==> config.mk <==
export PLATFORM = sky130hd
export DESIGN_NAME = manch_word_rx
export DESIGN_NICKNAME = d
export VERILOG_FILES = /design/src/rtl/mwr_pkg.sv /design/src/rtl/mwr_ctrl.sv /design/src/rtl/mwr_datapath.sv /design/src/rtl/manch_word_rx.sv
export SDC_FILE = /design/constraint.sdc
export NUM_CORES = 1
export LEC_CHECK = 0
export BUFFER_PORTS_ARGS = -buffer_cell sky130_fd_sc_hd__buf_2
export CAP_MARGIN = 25
export CORE_ASPECT_RATIO = 0.9
export CORE_MARGIN = 3
export CORE_UTILIZATION = 45
export DETAILED_ROUTE_END_ITERATION = 6
export PLACE_DENSITY = 0.74
export RECOVER_POWER = 25
export SETUP_SLACK_MARGIN = 0.02
export SYNTH_ARGS = -nofsm -noshare
export SYNTH_HDL_FRONTEND = slang
export SYNTH_SLANG_ARGS = --single-unit
==> constraint.sdc <==
create_clock -name clk -period 2.2 [get_ports clk]
set_input_delay 0.44 -clock clk [delete_from_list [all_inputs] [get_ports clk]]
set_output_delay 0.44 -clock clk [all_outputs]
set_load 0.01 [all_outputs]
==> src/rtl/mwr_pkg.sv <==
package mwr_pkg;

  // Strobes from the timing control to the datapath, one per sample point.
  typedef struct packed {
    logic       wordStart;
    logic [3:0] syncSmp;
    logic       halfA;
    logic       halfB;
    logic       lastCell;
    logic       busyStart;
  } ctlStrobes_t;

endpackage

==> src/rtl/mwr_ctrl.sv <==
module mwr_ctrl
  import mwr_pkg::*;
#(
  parameter int CLKS_PER_BIT    = 12,
  parameter int DATA_BITS       = 16,
  parameter int BUSY_DELAY_BITS = 5,
  parameter int BUSY_BITS       = 16
) (
  input  logic        clk,
  input  logic        porN,
  input  logic        rxPos,
  input  logic        rxNeg,
  output logic        lineLvl,
  output logic        lineAct,
  output ctlStrobes_t strb,
  output logic        rxBusy
);

  localparam int SyncBits = 3;
  localparam int WordBits = SyncBits + DATA_BITS + 1;
  localparam int PhW      = $clog2(CLKS_PER_BIT);
  localparam int CellW    = $clog2(WordBits);
  localparam int BusyW    = $clog2(BUSY_BITS * CLKS_PER_BIT + 1);

  localparam logic [PhW-1:0]   PhQ1   = PhW'(CLKS_PER_BIT / 4);
  localparam logic [PhW-1:0]   PhQ3   = PhW'((3 * CLKS_PER_BIT) / 4);
  localparam logic [PhW-1:0]   PhMid  = PhW'(CLKS_PER_BIT / 2);
  localparam logic [PhW-1:0]   PhLast = PhW'(CLKS_PER_BIT - 1);
  localparam logic [PhW-1:0]   PhZero = PhW'(0);
  localparam logic [CellW-1:0] Cell0  = CellW'(0);
  localparam logic [CellW-1:0] Cell1  = CellW'(1);
  localparam logic [CellW-1:0] Cell2  = CellW'(2);
  localparam logic [CellW-1:0] FirstDataCell = CellW'(SyncBits);
  localparam logic [CellW-1:0] LastCell      = CellW'(WordBits - 1);
  localparam logic [CellW-1:0] BusyCell      = CellW'(BUSY_DELAY_BITS);
  localparam logic [BusyW-1:0] BusyLoad      = BusyW'(BUSY_BITS * CLKS_PER_BIT);

  logic [1:0]       posSync, negSync;
  logic             running;
  logic [PhW-1:0]   phaseCnt;
  logic [CellW-1:0] cellCnt;
  logic [BusyW-1:0] busyCnt;
  logic             atWordEdge;

  // Two-stage capture of the receive pair.
  always_ff @(posedge clk or negedge porN) begin
    if (!porN) begin
      posSync <= '0;
      negSync <= '0;
    end else begin
      posSync <= {posSync[0], rxPos};
      negSync <= {negSync[0], rxNeg};
    end
  end

  assign lineLvl    = posSync[1];
  assign lineAct    = posSync[1] ^ negSync[1];
  assign atWordEdge = running && (cellCnt == Cell0) && (phaseCnt == PhZero);

  always_comb begin
    strb           = '0;
    strb.wordStart = lineAct && (!running || atWordEdge);
    strb.lastCell  = (cellCnt == LastCell);
    if (running) begin
      strb.syncSmp[0] = (cellCnt == Cell0) && (phaseCnt == PhMid);
      strb.syncSmp[1] = (cellCnt == Cell1) && (phaseCnt == PhQ1);
      strb.syncSmp[2] = (cellCnt == Cell1) && (phaseCnt == PhQ3);
      strb.syncSmp[3] = (cellCnt == Cell2) && (phaseCnt == PhMid);
      strb.halfA      = (cellCnt >= FirstDataCell) && (phaseCnt == PhQ1);
      strb.halfB      = (cellCnt >= FirstDataCell) && (phaseCnt == PhQ3);
      strb.busyStart  = (cellCnt == BusyCell) && (phaseCnt == PhZero);
    end
  end

  // Bit-cell timing: phase within a cell, cell within a word.
  always_ff @(posedge clk or negedge porN) begin
    if (!porN) begin
      running  <= 1'b0;
      phaseCnt <= '0;
      cellCnt  <= '0;
    end else if (!running) begin
      if (lineAct) begin
        running  <= 1'b1;
        phaseCnt <= PhW'(1);
        cellCnt  <= '0;
      end
    end else if (atWordEdge && !lineAct) begin
      running <= 1'b0;
    end else if (phaseCnt == PhLast) begin
      phaseCnt <= '0;
      cellCnt  <= (cellCnt == LastCell) ? '0 : cellCnt + 1'b1;
    end else begin
      phaseCnt <= phaseCnt + 1'b1;
    end
  end

  // Busy window runs on its own so it can outlast the word that opened it.
  always_ff @(posedge clk or negedge porN) begin
    if (!porN) begin
      busyCnt <= '0;
    end else if (strb.busyStart) begin
      busyCnt <= BusyLoad;
    end else if (busyCnt != '0) begin
      busyCnt <= busyCnt - 1'b1;
    end
  end

  assign rxBusy = (busyCnt != '0);

  assert_busy_closed_R3: assert property (@(posedge clk) disable iff (!porN)
    strb.busyStart |-> !rxBusy)
    else $error("busy window reopened before it closed");

  assert_busy_in_word_R2: assert property (@(posedge clk) disable iff (!porN)
    $rose(rxBusy) |-> running)
    else $error("busy rose outside a word");

endmodule

==> src/rtl/mwr_datapath.sv <==
module mwr_datapath
  import mwr_pkg::*;
#(
  parameter int DATA_BITS = 16,
  parameter int ADDR_BITS = 5
) (
  input  logic                 clk,
  input  logic                 porN,
  input  logic                 lineLvl,
  input  logic                 lineAct,
  input  ctlStrobes_t          strb,
  input  logic                 busyIn,
  input  logic [ADDR_BITS-1:0] ownAddr,
  output logic                 syncCmd,
  output logic [DATA_BITS-1:0] wordOut,
  output logic                 wordStrobeN,
  output logic                 addrHit
);

  logic                 firstLvl, syncGood, halfLvl, halfAct;
  logic                 cellsOk, parAcc, syncLat;
  logic [DATA_BITS-1:0] shiftReg;
  logic                 cellOk, wordGood;

  assign cellOk   = halfAct && lineAct && (lineLvl != halfLvl);
  assign wordGood = cellsOk && cellOk && syncGood && (parAcc ^ halfLvl);

  always_ff @(posedge clk or negedge porN) begin
    if (!porN) begin
      firstLvl    <= 1'b0;
      syncGood    <= 1'b0;
      halfLvl     <= 1'b0;
      halfAct     <= 1'b0;
      cellsOk     <= 1'b0;
      parAcc      <= 1'b0;
      syncLat     <= 1'b0;
      shiftReg    <= '0;
      wordOut     <= '0;
      wordStrobeN <= 1'b1;
      addrHit     <= 1'b0;
    end else begin
      wordStrobeN <= 1'b1;
      addrHit     <= 1'b0;
      if (strb.wordStart) begin
        syncGood <= 1'b1;
        cellsOk  <= 1'b1;
        parAcc   <= 1'b0;
      end
      if (strb.syncSmp[0]) begin
        firstLvl <= lineLvl;
        syncGood <= syncGood & lineAct;
      end
      if (strb.syncSmp[1])
        syncGood <= syncGood & lineAct & (lineLvl == firstLvl);
      if (strb.syncSmp[2] || strb.syncSmp[3])
        syncGood <= syncGood & lineAct & (lineLvl != firstLvl);
      if (strb.halfA) begin
        halfLvl <= lineLvl;
        halfAct <= lineAct;
      end
      if (strb.halfB) begin
        if (!strb.lastCell) begin
          shiftReg <= {shiftReg[DATA_BITS-2:0], halfLvl};
          parAcc   <= parAcc ^ halfLvl;
          cellsOk  <= cellsOk & cellOk;
        end else if (wordGood) begin
          wordOut     <= shiftReg;
          wordStrobeN <= 1'b0;
          addrHit     <= firstLvl &&
                         (shiftReg[DATA_BITS-1 -: ADDR_BITS] == ownAddr);
        end
      end
      if (strb.busyStart)
        syncLat <= firstLvl && syncGood;
    end
  end

  assign syncCmd = busyIn && syncLat;

  assert_strobe_pulse_R5: assert property (@(posedge clk) disable iff (!porN)
    !wordStrobeN |=> wordStrobeN)
    else $error("strobe wider than one clock");

  assert_hit_with_strobe_R9: assert property (@(posedge clk) disable iff (!porN)
    addrHit |-> !wordStrobeN)
    else $error("address hit without valid word");

  assert_sync_steady_R4: assert property (@(posedge clk) disable iff (!porN)
    (busyIn && $past(busyIn)) |-> $stable(syncCmd))
    else $error("sync type changed inside busy window");

endmodule

==> src/rtl/manch_word_rx.sv <==
module manch_word_rx
  import mwr_pkg::*;
#(
  parameter int CLKS_PER_BIT    = 12,
  parameter int DATA_BITS       = 16,
  parameter int ADDR_BITS       = 5,
  parameter int BUSY_DELAY_BITS = 5,
  parameter int BUSY_BITS       = 16
) (
  input  logic                 clk,
  input  logic                 porN,
  input  logic                 rxPos,
  input  logic                 rxNeg,
  input  logic [ADDR_BITS-1:0] ownAddr,
  output logic                 rxBusy,
  output logic                 syncCmd,
  output logic [DATA_BITS-1:0] wordOut,
  output logic                 wordStrobeN,
  output logic                 addrHit
);

  logic        lineLvl, lineAct;
  ctlStrobes_t strb;

  mwr_ctrl #(
    .CLKS_PER_BIT(CLKS_PER_BIT), .DATA_BITS(DATA_BITS),
    .BUSY_DELAY_BITS(BUSY_DELAY_BITS), .BUSY_BITS(BUSY_BITS)
  ) uCtrl (
    .clk(clk), .porN(porN), .rxPos(rxPos), .rxNeg(rxNeg),
    .lineLvl(lineLvl), .lineAct(lineAct), .strb(strb), .rxBusy(rxBusy)
  );

  mwr_datapath #(.DATA_BITS(DATA_BITS), .ADDR_BITS(ADDR_BITS)) uData (
    .clk(clk), .porN(porN), .lineLvl(lineLvl), .lineAct(lineAct),
    .strb(strb), .busyIn(rxBusy), .ownAddr(ownAddr), .syncCmd(syncCmd),
    .wordOut(wordOut), .wordStrobeN(wordStrobeN), .addrHit(addrHit)
  );

  assert_strobe_in_busy_R5: assert property (@(posedge clk) disable iff (!porN)
    !wordStrobeN |-> rxBusy)
    else $error("valid-word strobe outside busy window");

endmodule

# [Word-level counts from Yosys, hierarchy flattened]
# Cells that the tools add are included.
# Widths: inputs -> output; s select.
[totals] ff_bits=63 input_bits=9 output_inout_bits=20 wordCells=107
[op_classes] bitwise=7 n_eq_ne=14 n_reduce_logical=33 mux=32 order_cmp=1 add_sub_neg=3
[op_table] operator="$mux 5" n=5
[op_table] operator="$mux 1" n=20
[op_table] operator="$logic_and 1x1->1" n=19
[op_table] operator="$mux 4" n=4
[op_table] operator="$mux 8" n=2
[op_table] operator="$eq 4x4->1 const B" n=2
[op_table] operator="$reduce_bool 8->1" n=1
[op_table] operator="$sub 8x1->8 const B" n=1
[op_table] operator="$mux 6" n=1
[op_table] operator="$reduce_and 3->1" n=2
[op_table] operator="$add 5x1->5 const B" n=1
[op_table] operator="$eq 5x1->1 const B" n=1
[op_table] operator="$eq 5x2->1 const B" n=1
[op_table] operator="$eq 5x3->1 const B" n=1
[op_table] operator="$eq 5x5->1" n=1
[op_table] operator="$eq 5x5->1 const B" n=1
[op_table] operator="$ge 5x2->1 const B" n=1
[op_table] operator="$logic_not 5->1" n=1
[op_table] operator="$add 4x1->4 const B" n=1
[op_table] operator="$and 1x1->1" n=4
[op_table] operator="$eq 4x2->1 const B" n=1
[op_table] operator="$eq 4x3->1 const B" n=1
[op_table] operator="$logic_not 4->1" n=1
[op_table] operator="$ne 2x2->1 const B" n=2
[op_table] operator="other kinds (9)" n=15

# [Depth between registers and ports, before layout]
# Gate-level depths: netlist of the first run.
[logic_depth] word_depth=9 mapped_depth=7 depth_no_buf=6

# [Modules after synthesis]
# From an unflattened synthesis of the first run, not the netlist that was laid out.
[hier_totals] cells_unflattened=252 area_unflattened_um2=2971.6
[by_module_without_submodules] module="mwr_datapath" cells_per_inst=113 seq_area_each_um2=1027.2 n_inst=1 area_per_inst_um2=1672.9
[by_module_without_submodules] module="mwr_ctrl" cells_per_inst=139 seq_area_each_um2=550.5 n_inst=1 area_per_inst_um2=1298.7

# [Worst setup path before layout of the first run]
# No wires, ideal clock.
[synth_timing] path_type="flip-flop to output port" from="register uCtrl.busyCnt[5]" to="output syncCmd" slack_ns=0.131 path_stages_with_launch=5 t_required_ns=1.760 arrival_ns=1.629 path_cell_list="dfrtp_1 or4_4 or3_1 clkbuf_1 and2_1"
[synth_between] elab_chain_cells=2
[synth_rtl] element="start, declared" line_no="mwr_ctrl.sv:42" source="logic [BusyW-1:0] busyCnt;"
[synth_rtl] element="start signal, assigned" line_no="mwr_ctrl.sv:102" source="busyCnt <= BusyLoad;"
[synth_rtl] element="start signal, assigned" line_no="mwr_ctrl.sv:104" source="busyCnt <= busyCnt - 1'b1;"
[synth_rtl] element="$reduce_bool 8->1" line_no="mwr_ctrl.sv:108" source="assign rxBusy = (busyCnt != '0);"
[synth_rtl] element="net rxBusy" line_no="manch_word_rx.sv:15" source="output logic rxBusy,"
[synth_rtl] element="$logic_and 1x1->1" line_no="mwr_datapath.sv:78" source="assign syncCmd = busyIn && syncLat;"
[synth_rtl] element="end, declared" line_no="manch_word_rx.sv:16" source="output logic syncCmd,"
# The timed path passes the listed nets, and every way through them passes these cells.

# [Final worst setup path of the first run]
[layout_timing] from="register uCtrl.busyCnt[4]" to="output syncCmd"
[layout_between] elab_chain_cells=2
[layout_rtl] element="$reduce_bool 8->1" line_no="mwr_ctrl.sv:108"
[layout_rtl] element="$logic_and 1x1->1" line_no="mwr_datapath.sv:78"
# No other way between the ends.

==> summary.md, run 1 <==
| Metric | Value |
|---|---|
| Status | complete, but fails checks |
| Failing checks | capacitance limit, slew limit, setup timing |
| Clock Latency Late Sink | 340 ps |
| GPL Wtd Cong | 0.760 |
| Drt first pass iters | 4 |
| # fillers | 574 |
| Kind of end point of the critical path | primary output |
| Antenna Violating Nets Remaining | 0 |
| Worst Setup SP | uCtrl.busyCnt[4]$_DFFE_PN0P_ |
| Design Power | between 3 and 4 mW |
| Drt initial violations | 82 |
| Vias per cell | between 5 and 6 |
| Clk sinks | 63 |
| Final layout net count | 319 |
| Clock Path Buffers | 2 |
| HPWL after DPL | 3980 um |
| Critical path class | register to primary output |
| Area of the multi-input gates | 0.00143 sq mm |
| Syn_nets | approximately 270 |
| Number of remaining DRC errors | 0 |
| Gate Count Post-Synth | 253 |
| Vias | roughly 2100 |
| Worst-margin pin slew | 1500 ps |
| Setup TNS | -289 ps |
| Peak supply drop | 517 uV |
| Worst EP arrival | between 1500 and 2000 ps |
| Period utilisation layout | 1.07 |
| Die width | between 90 and 100 um |
| Post-Syn Area per Cell | 12.3 sq um |
| Total grt overflow | 0 |
| Most area-hungry cell type in the Yosys netlist | dfrtp_1 |
| Util after Layout | 0.553 |
| Post-synth EDFFs | 0 |
| Number of CTS-inserted buffers | 9 |
| Minimum clock period | 2360 ps |
| Dominant synthesized flop cell | dfrtp_1 |
| Syn Std Cell Area | 0.00310 sq mm |
| Asr flop ratio synth | 1.00 |
| HP Start | rxNeg |
| GRT Overall Usage | 0.172 |
| Layout cells sized above 1 | 0.354 |
| Hold Crit Class | input port to register |
| Max Clock Skew | roughly 12 ps |
| Req. time, crit path | 1760 ps |
| Seq cells post-synth | 63 |
| Setup slack after layout | -157 ps |
| Root buf cell | clkbuf_8 |
| Vias in the first global route | 2113 |
| DP Worst Slack | about 78 ps |
| Synth area leaders | dfrtp_1, mux2_2, mux2_4 |
| Starting Density | 0.468 |
| Count of cell types in the netlist | 61 |
| Die H | 84.8 um |
| CP Launch Type | register |
| Top-count cell post-synth | dfrtp_1 |
| First-pass GRT wire length | 10400 um |
| Final Hold Viols | 0 |
| Synthesis warning total | 0 |
| Die area | roughly 0.0079 sq mm |
| Core Rows | 28 |
| P&R area growth vs syn | 18.0% |
| Synth cell count leaders | dfrtp_1, mux2_2, nor2_1 |
| Worst relative slew slack | -0.0000598 |
| DRT Wirelength | ~6000 um |
| Pins over their slew limit | 19 |
| WL/cell | 15.0 um |
| CTS H-tree lvls | 3 |
| # IOs | 29 |
| # diodes | 0 |
| Largest net degree at the start of global routing | 29 |
| Sequential cell area fraction in the yosys report | 0.509 |
| Top cell type's share of synthesized area | 0.500 |
| CTS tree | done |
| Reg2Reg Launch Point | uCtrl.cellCnt[0]$_DFFE_PN0P_ |
| Port Buffers | 28 |
| Final Cell Area | 0.00366 sq mm |
| Leakage | 1.76 nW |
| Initial antenna violation count | 0 |
| RSZ-0062 raised after global routing | yes |
| CTS clk-pin slew, worst paths | 80 ps |
| Sequential cell area | 0.00158 sq mm |
| Maxcap violations | 1 |
| Critical Path Fanout Max | 2 |
| Placed cell area | 0.00339 sq mm |
| Core Region | 0.00662 sq mm |
| Fmax | 424 MHz |
| Pwr dens | 1040 mW/mm^2 |
| Endpoints failing setup | 2 |
-- power breakdown --
| group | internal, mW | switching, mW |
|---|---|---|
| clock | 0.557 | 0.471 |
| sequential | 1.38 | 0.237 |
| combinational | 0.542 | 0.604 |
-- layout by cell type, fill, tap and decap left out, types with 2 or more instances in the layout --
| cell type | n |
|---|---|
| nand4_1 | 3 |
| clkinvlp_4 | 3 |
| nand2_1 | 6 |
| o2bb2ai_1 | 2 |
| mux2_2 | 24 |
| nor3_1 | 4 |
| nor4_1 | 2 |
| dfrtp_1 | 62 |
| inv_1 | 12 |
| nor2_1 | 16 |
| xor2_1 | 5 |
| and2_1 | 2 |
| a21oi_1 | 7 |
| clkbuf_1 | 2 |
| nand3b_1 | 3 |
| mux2_4 | 10 |
| clkbuf_8 | 10 |
| buf_12 | 2 |
| clkinv_4 | 2 |
| o21ai_0 | 8 |
| nand3_1 | 4 |
| buf_4 | 13 |
| ha_1 | 10 |
| o211ai_1 | 5 |
| nand2b_1 | 9 |
| buf_2 | 26 |
| a211oi_1 | 4 |
| xnor2_1 | 8 |
| mux2i_1 | 3 |
| o31ai_1 | 2 |
-- metrics by stage --
stage	instances	hold slack, ps
2_1_floorplan	253	144
3_3_place_gp	373	335
3_5_place_dp	373	335
4_1_cts	394	108
5_1_grt	395	185
6_report	395	209
-- layout make-up --
| type | instances | area share |
|---|---|---|
| sequential | 63 | 0.431 |
| tap | 90 | 0.0308 |
| clock inverter | 6 | 0.0191 |
| inverter | 12 | 0.0123 |
| clock buffer | 10 | 0.0376 |
| multi-input combinational | 169 | 0.390 |
| timing repair buffer | 45 | 0.0796 |
-- state kept, by name, summed over array words and instances (netlist names), 2 cells and up --
name,flops
uData.shiftReg,16
uData.wordOut,16
uCtrl.busyCnt,8
uCtrl.cellCnt,5
uCtrl.phaseCnt,4
uCtrl.negSync,2
uCtrl.posSync,2
-- logic make-up (layout without fill, tap and decap cells) --
logic type      after synthesis  in the layout  synth area share
compound gates               42             42            0.0956
xor+xnor                     14             14            0.0420
fa+ha+maj                    10             10            0.0403
buf+inv                      21             73            0.0331
flops                        63             63             0.509
mux                          38             38             0.150
simple gates                 65             65             0.131
-- layer usage --
layer | vias to the layer above | GRT usage | share of wire | routed length, um
met2 | 47 | 0.264 | 0.47 | 2770
met4 | 0 | 0.0799 | 0.022 | 131
met3 | 10 | 0.0511 | 0.043 | 256
met5 | - | 0 | 0 | 0
met1 | 1002 | 0.224 | 0.47 | 2780
li1 | 995 | - | - | -
-- final timing paths --
check / to / slack (ps) / depth (start not counted)
hold / removal: uCtrl.negSync[0]$_DFF_PN0_ / 210 / 1
min in group asynchronous: uData.wordOut[11]$_DFFE_PN0P_ / 450 / 1
setup reg to reg: uData.syncGood$_DFFE_PN0P_ / 150 / 6
hold reg to reg: uCtrl.negSync[1]$_DFF_PN0_ / 350 / 0
max in group asynchronous: uCtrl.posSync[0]$_DFF_PN0_ / 610 / 2
setup / recovery: syncCmd / -160 / 4
-- worst max-delay path, cell delays in order, from the launching register on --
cell and delay [ps]:
dfrtp_1 380, or4_4 560, or3_4 350, and2_1 160, buf_2 130
-- timing repair --
item | CTS | global route
setup buffers | 5 | 1
resized for setup | 2 | 0
hold buffers | 0 | 0
setup endpoints to repair | 2 | 18
pin swaps | 1 | 0
Note: power is estimated with default switching activity, not from simulation.
==> inputs of run 2 (changes only) <==
==> constraint.sdc (replaced) <==
create_clock -name clk -period 2.2 [get_ports clk]
set_input_delay 0 -clock clk [delete_from_list [all_inputs] [get_ports clk]]
set_output_delay 0 -clock clk [all_outputs]
set_load 0.01 [all_outputs]
==> summary.md, run 2 (synthesis results as in run 1) <==
| Metric | Value |
|---|---|
| Number of remaining DRC errors | 0 (unchanged) |
| Drt initial violations | 66 (-20%) |
| Die area | 0.00793 sq mm (unchanged) |
| Number of CTS-inserted buffers | 9 (unchanged) |
| CP peak stage delay | 560 ps (about the same) |
| Kind of end point of the critical path | primary output |
| CP Launch Type | register |
| Worst EP arrival | 2070 ps (+150 ps) |
| Largest net degree at the start of global routing | 28 (-3.4%) |
| CTS tree | done |
| Met2 usage | 0.249 (-0.0143) |
| # IOs | 29 (unchanged) |
| Vias | 2009 (-2.2%) |
| GRT Overall Usage | 0.164 (-0.00807) |
| Starting Density | 0.468 (unchanged) |
| Crit-path cells | or4_4 -> or3_1 -> and2_1 -> buf_2 |
| CP top delay family | simple AND/OR/NAND/NOR gates |
| Die H | 84.8 um (unchanged) |
| Die width | 93.5 um (unchanged) |
| Top flop regs | uData.shiftReg: 16 flops, uData.wordOut: 16 flops, uCtrl.busyCnt: 8 flops |
| Vias per cell | 5.13 (-1.4%) |
| # diodes | 0 (unchanged) |
| CTS clk-pin slew, worst paths | 70 ps (about the same) |
| GPL Wtd Cong | 0.838 (+10%) |
| Status | finished clean |
| Util after Layout | 0.546 (-0.00643) |
| Layout cells sized above 1 | 0.305 (-0.0495) |
| Maxcap violations | 0 (-1) |
| Req. time, crit path | 2200 ps (+440 ps) |
| CP Buf/Inv Count | 1 (unchanged) |
| Core Rows | 28 (unchanged) |
| Final Cell Area | 0.00362 sq mm (-1.2%) |
| Commonest non-fill, non-tap cell in the layout | dfrtp_1 |
| Fmax | 484 MHz (+14%) |
| Met3 usage | 0.0591 (+0.00806) |
| Core Region | 0.00662 sq mm (unchanged) |
| Critical path class | register to primary output |
| Setup TNS | 0 ps (+289 ps) |
| Peak supply drop | 555 uV (+7.5%) |
| M1 GR Usage | 0.214 (-0.0102) |
| P&R area growth vs syn | 16.7% |
| Port Buffers | 28 (unchanged) |
| Total grt overflow | 0 (unchanged) |
| Leakage | 1.71 nW (-3.0%) |
| Gr busiest metal | met2 |
| WL/cell | 14.4 um (-4.4%) |
| Drt first pass iters | 4 (unchanged) |
| RSZ-0062 raised after global routing | no |
| Period utilisation layout | 0.940 (-0.132) |
| Final layout net count | 318 (-0.31%) |
| Design Power | 3.59 mW (-5.4%) |
| Post_cts resized | 0 (-2) |
| Endpoints failing setup | 0 (-2) |
| DRT Wirelength | 5630 um (-5.2%) |
| Placed cell area | 0.00338 sq mm (-0.44%) |
| Critical Path Fanout Max | 5 (+3) |
| Hold Crit Class | input port to register |
| Final Hold Viols | 0 (unchanged) |
| CTS H-tree lvls | 3 (unchanged) |
| First-pass GRT wire length | 10000 um (-3.1%) |
| Clock Latency Late Sink | 340 ps (about the same) |
| Antenna Violating Nets Remaining | 0 (unchanged) |
| Most frequent cells in the layout | dfrtp_1, mux2_2, buf_2, nor2_1, inv_1 |
| Worst relative slew slack | 0.0749 (+0.0749) |
| Pwr dens | 991 mW/mm^2 (-4.3%) |
| Initial antenna violation count | 0 (unchanged) |
| Max Clock Skew | 11.0 ps (-1.10 ps) |
| Clock Path Buffers | 2 (unchanged) |
| Pins over their slew limit | 0 (-19) |
| Root buf cell | clkbuf_8 |
| Clk sinks | 63 (unchanged) |
| Final Non-Filler Cells | 392 (-0.76%) |
| Worst path slowest cell | or4_4 |
| Worst-margin pin slew | 1390 ps (-112 ps) |
| # fillers | 566 (-1.4%) |
| Inst Count DP | 371 (-0.54%) |
| HPWL after DPL | 4030 um (+1.1%) |
| Vias in the first global route | 2112 (-0.047%) |
| Minimum clock period | 2070 ps (-290 ps) |
-- run 2: changes by cell type in the layout (fill, tap and decap cells not counted) --
cell / previous run / this run
clkbuf_1: 2 / 8
buf_4: 13 / 8
dlygate4sd3_1: 0 / 6
buf_2: 26 / 20
clkinv_2: 0 / 1
or3_4: 1 / 0
buf_6: 1 / 0
clkinv_4: 2 / 0
clkbuf_2: 1 / 0
bufinv_16: 1 / 0
clkbuf_8: 10 / 11
or3_1: 0 / 1
clkinvlp_4: 3 / 2
-- run 2: final timing paths --
check	cells past startpoint	end	slack, ps	startpoint
worst max-delay path	4	syncCmd	130	uCtrl.busyCnt[4]$_DFFE_PN0P_
worst min-delay path	2	uCtrl.posSync[0]$_DFF_PN0_	300	rxPos
worst max register to register	6	uData.shiftReg[5]$_DFFE_PN0P_	140	uCtrl.cellCnt[1]$_DFFE_PN0P_
worst min register to register	0	uCtrl.negSync[1]$_DFF_PN0_	350	uCtrl.negSync[0]$_DFF_PN0_
max in group asynchronous	3	uData.wordStrobeN$_DFF_PN1_	700	porN
min in group asynchronous	2	uData.shiftReg[12]$_DFFE_PN0P_	500	porN
-- run 2: where the power goes --
| part | switching, mW | leakage (nW) | internal (mW) | total (mW) |
|---|---|---|---|---|
| sequential | 0.255 | 0.817 | 1.38 | 1.64 |
| combinational | 0.557 | 0.809 | 0.503 | 1.06 |
| clock | 0.434 | 0.0833 | 0.455 | 0.889 |
-- run 2: worst reg2reg max path, delay by kind of cell (launching register included) --
family | cells | cell delay, ps
and+or+nand+nor | 3 | 760
DFF | 1 | 400
muxes | 1 | 350
adders and majority gates | 1 | 290
buffers and inverters | 1 | 160
-- run 2: timing repair --
action | in CTS | in global routing
hold endpoints to repair | 28 | 0
endpoints found under the setup margin | 0 | 16
setup buffers | 0 | 1
hold buffers | 6 | 0
-- run 2: cell type report --
type                            instances  area (sq um)  area share
Multi-Input combinational cell        169          1420       0.393
Tap cell                               90           113      0.0311
Inverter                               12          45.0      0.0124
Clock buffer                           11           151      0.0418
Timing Repair Buffer                   44           290      0.0802
Sequential cell                        63          1580       0.436
Clock inverter                          3          20.0     0.00553
-- run 2: per-stage QoR --
stage          setup slack, ps  hold slack, ps
4_1_cts                   96.6             200
3_5_place_dp               116            35.3
6_report                   133             302
5_1_grt                   30.9             285
2_1_floorplan              258            -296
3_3_place_gp               160            31.8
-- run 2: metal layers --
layer  share of wire  routed length [um]  vias to the layer above
met5               0                   0                        -
met4           0.013                  71                        0
met3           0.045                 256                        6
li1                -                   -                      994
met2            0.46                2600                       37
met1            0.48                2700                      972
==> inputs of run 3 (changes only) <==
--- a/config.mk
+++ b/config.mk
@@ -11,7 +11,7 @@
 export CORE_MARGIN = 3
 export CORE_UTILIZATION = 45
 export DETAILED_ROUTE_END_ITERATION = 6
-export PLACE_DENSITY = 0.74
+export PLACE_DENSITY_LB_ADDON = 0.08
 export RECOVER_POWER = 25
 export SETUP_SLACK_MARGIN = 0.02
 export SYNTH_ARGS = -nofsm -noshare
==> constraint.sdc (replaced) <==
create_clock -name clk -period 2.4 [get_ports clk]
set_input_delay 0 -clock clk [delete_from_list [all_inputs] [get_ports clk]]
set_output_delay 0 -clock clk [all_outputs]
set_load 0.01 [all_outputs]
==> summary.md, run 3 (synthesis results as in run 1) <==
| Metric | Value |
|---|---|
| Status | complete, but fails checks |
| Failing checks | capacitance limit, slew limit |
| Reg2Reg Capture Point | uData.addrHit$_DFF_PN0_ |
| Antenna Violating Nets Remaining | 0 (unchanged) |
| Vias in the first global route | 2075 (-1.8%) |
| Peak supply drop | 428 uV (-23%) |
| Maxcap violations | 1 (+1) |
| First-pass GRT wire length | 10200 um (+1.7%) |
| Worst relative slew slack | -0.0607 (-0.136) |
| P&R area growth vs syn | 15.8% |
| RSZ-0062 raised after global routing | no |
| DRT Wirelength | 5900 um (+4.8%) |
| Max Clock Skew | 8.91 ps (-2.08 ps) |
| Clock power share | 0.250 (+0.002) |
| CP peak stage delay | 580 ps (+20 ps) |
| Top flop regs | uData.shiftReg: 16 flops, uData.wordOut: 16 flops, uCtrl.busyCnt: 8 flops |
| Req. time, crit path | 2680 ps (+480 ps) |
| Critical Path Fanout Max | 6 (+1) |
| Drt first pass iters | 4 (unchanged) |
| Leakage | 1.71 nW (about the same) |
| Period utilisation layout | 0.942 |
| CTS H-tree lvls | 3 (unchanged) |
| Minimum clock period | ~2300 ps |
| Layout cells sized above 1 | 0.316 (+0.0110) |
| CTS clk-pin slew, worst paths | 70 ps (about the same) |
| # diodes | 0 (unchanged) |
| Metal3 WL | 228 um (-11%) |
| Final layout net count | 315 (-0.94%) |
| Uppermost layer routed | met4 |
| HPWL after DPL | 4120 um (+2.2%) |
| Largest net degree at the start of global routing | 31 (+11%) |
| Port Buffers | 28 (unchanged) |
| Vias | 2031 (+1.1%) |
| WL/cell | 15.1 um (+5.0%) |
| # IOs | 29 (unchanged) |
| Number of setup buffers added after CTS | 0 (unchanged) |
| GRT Overall Usage | 0.166 (+0.00199) |
| CTS tree | done |
| Clock Path Buffers | 2 (unchanged) |
| Logic pwr share | 0.296 (about the same) |
| Die width | 93.5 um (unchanged) |
| Design Power | 3.29 mW (-8.2%) |
| M1 wire length | 2840 um (+5.3%) |
| Root buf cell | clkbuf_8 |
| Starting Density | 0.468 (unchanged) |
| Setup TNS | 0 ps (unchanged) |
| GPL Wtd Cong | 0.834 (-0.54%) |
| Core Region | 0.00662 sq mm (unchanged) |
| Clk sinks | 63 (unchanged) |
| Drt initial violations | 68 (+3.0%) |
| Endpoints failing setup | 0 (unchanged) |
| Kind of end point of the critical path | register |
| Reg2Reg Launch Point | uCtrl.negSync[1]$_DFF_PN0_ |
| Met2 wire length | 2750 um (+5.9%) |
| Number of CTS-inserted buffers | 9 (unchanged) |
| Die area | 0.00793 sq mm (unchanged) |
| Critical path class | register to register |
| Most frequent cells in the layout | dfrtp_1, mux2_2, buf_2, nor2_1, inv_1 |
| Final Hold Viols | 0 (unchanged) |
| Pwr dens | 917 mW/mm^2 (-7.4%) |
| Total grt overflow | 0 (unchanged) |
| Vias per cell | 5.19 (+1.4%) |
| Die H | 84.8 um (unchanged) |
| Sw Ratio | 0.356 (+0.00872) |
| Hold Crit Class | input port to register |
| Worst EP arrival | 2540 ps (+470 ps) |
| Pins over their slew limit | 31 (+31) |
| Crit path to | uData.addrHit$_DFF_PN0_ |
| Reg power frac | 0.454 (-0.003) |
| Fmax | 442 MHz |
| CP Launch Type | register |
| Clock Latency Late Sink | 340 ps (about the same) |
| Crit-path cells | or3b_1 -> a21oi_4 -> nand4_1 -> nor4_1 -> dlygate4sd3_1 |
| Core Rows | 28 (unchanged) |
| Worst path slowest cell | dlygate4sd3_1 |
| Number of remaining DRC errors | 0 (unchanged) |
| Worst-margin pin slew | 1590 ps (+203 ps) |
| Commonest non-fill, non-tap cell in the layout | dfrtp_1 |
| Int Pwr | 2.12 mW (-9.4%) |
| Worst r2r path cells | 5 (-1) |
| P_sw | 1.17 mW (-5.8%) |
| Worst Setup SP | uCtrl.negSync[1]$_DFF_PN0_ |
| Initial antenna violation count | 0 (unchanged) |
| Reg2reg setup slack | 140 ps (about the same) |
| Util after Layout | 0.542 (-0.00416) |
==> run 3: cell types whose count changed in the layout (fill, tap and decap cells not counted), sizes merged <==
cell / previous run / this run
clkinv: 1 / 4
clkinvlp: 2 / 0
inv: 12 / 13
clkbuf: 19 / 16
==> run 3: per-layer routing <==
layer  track usage  vias to the layer above
li1              -                      985
met5             0                        -
met4        0.0519                        0
met2         0.251                       27
met1         0.221                     1013
met3        0.0627                        6
==> run 3: critical path: cells and delay by family (launching register included) <==
family,cells,cell delay [ps]
flops,1,470
simple gates,3,920
compound gates,1,220
buf+inv,1,580
==> run 3: area by class of cell <==
cell class                      instances  area, sq um
Multi-Input combinational cell        169         1440
Tap cell                               90          113
Sequential cell                        63         1580
Timing Repair Buffer                   41          246
Clock buffer                           11          141
Inverter                               12         45.0
Fill cell                             593         3030
Clock inverter                          5         32.5
==> run 3: how the worst min path moves through the flow <==
| stage | from | cells after the start | end | slack [ps] |
|---|---|---|---|---|
| 2_1_floorplan | porN | 0 | uCtrl.busyCnt[0]$_DFFE_PN0P_ | -300 |
| 6_report | rxNeg | 2 | uCtrl.negSync[0]$_DFF_PN0_ | 300 |
| 3_3_place_gp | porN | 1 | uCtrl.busyCnt[0]$_DFFE_PN0P_ | 80 |
| 4_1_cts | porN | 2 | uData.syncGood$_DFFE_PN0P_ | 230 |
| 5_1_grt | rxNeg | 2 | uCtrl.negSync[0]$_DFF_PN0_ | 290 |
| 3_5_place_dp | porN | 1 | uCtrl.busyCnt[0]$_DFFE_PN0P_ | 70 |
==> run 3: stage by stage <==
stage                     setup WS (ps)  std cells  hold slack [ps]  cell area [sq um]
after global routing               36.3        391              288               3590
after floorplan                     458        253             -296               3100
after detailed placement            217        369             71.8               3350
after global placement              281        369             79.7               3350
final                               139        391              300               3590
after CTS                          92.1        391              229               3580
==> run 3: repair_timing <==
item	4_1_cts	5_1_grt
gates resized for setup	0	3
hold endpoints to repair	30	0
setup endpoints to repair	0	1
hold buffers	6	0
==> run 3: power groups by stage <==
stage	logic (mW)	clock network [mW]	registers, mW
4_1_cts	0.973	0.858	1.49
6_report	0.975	0.824	1.50
3_3_place_gp	0.952	0	1.50
3_5_place_dp	0.958	0	1.51
5_1_grt	1.11	0.900	1.53
2_1_floorplan	0.799	0	1.43
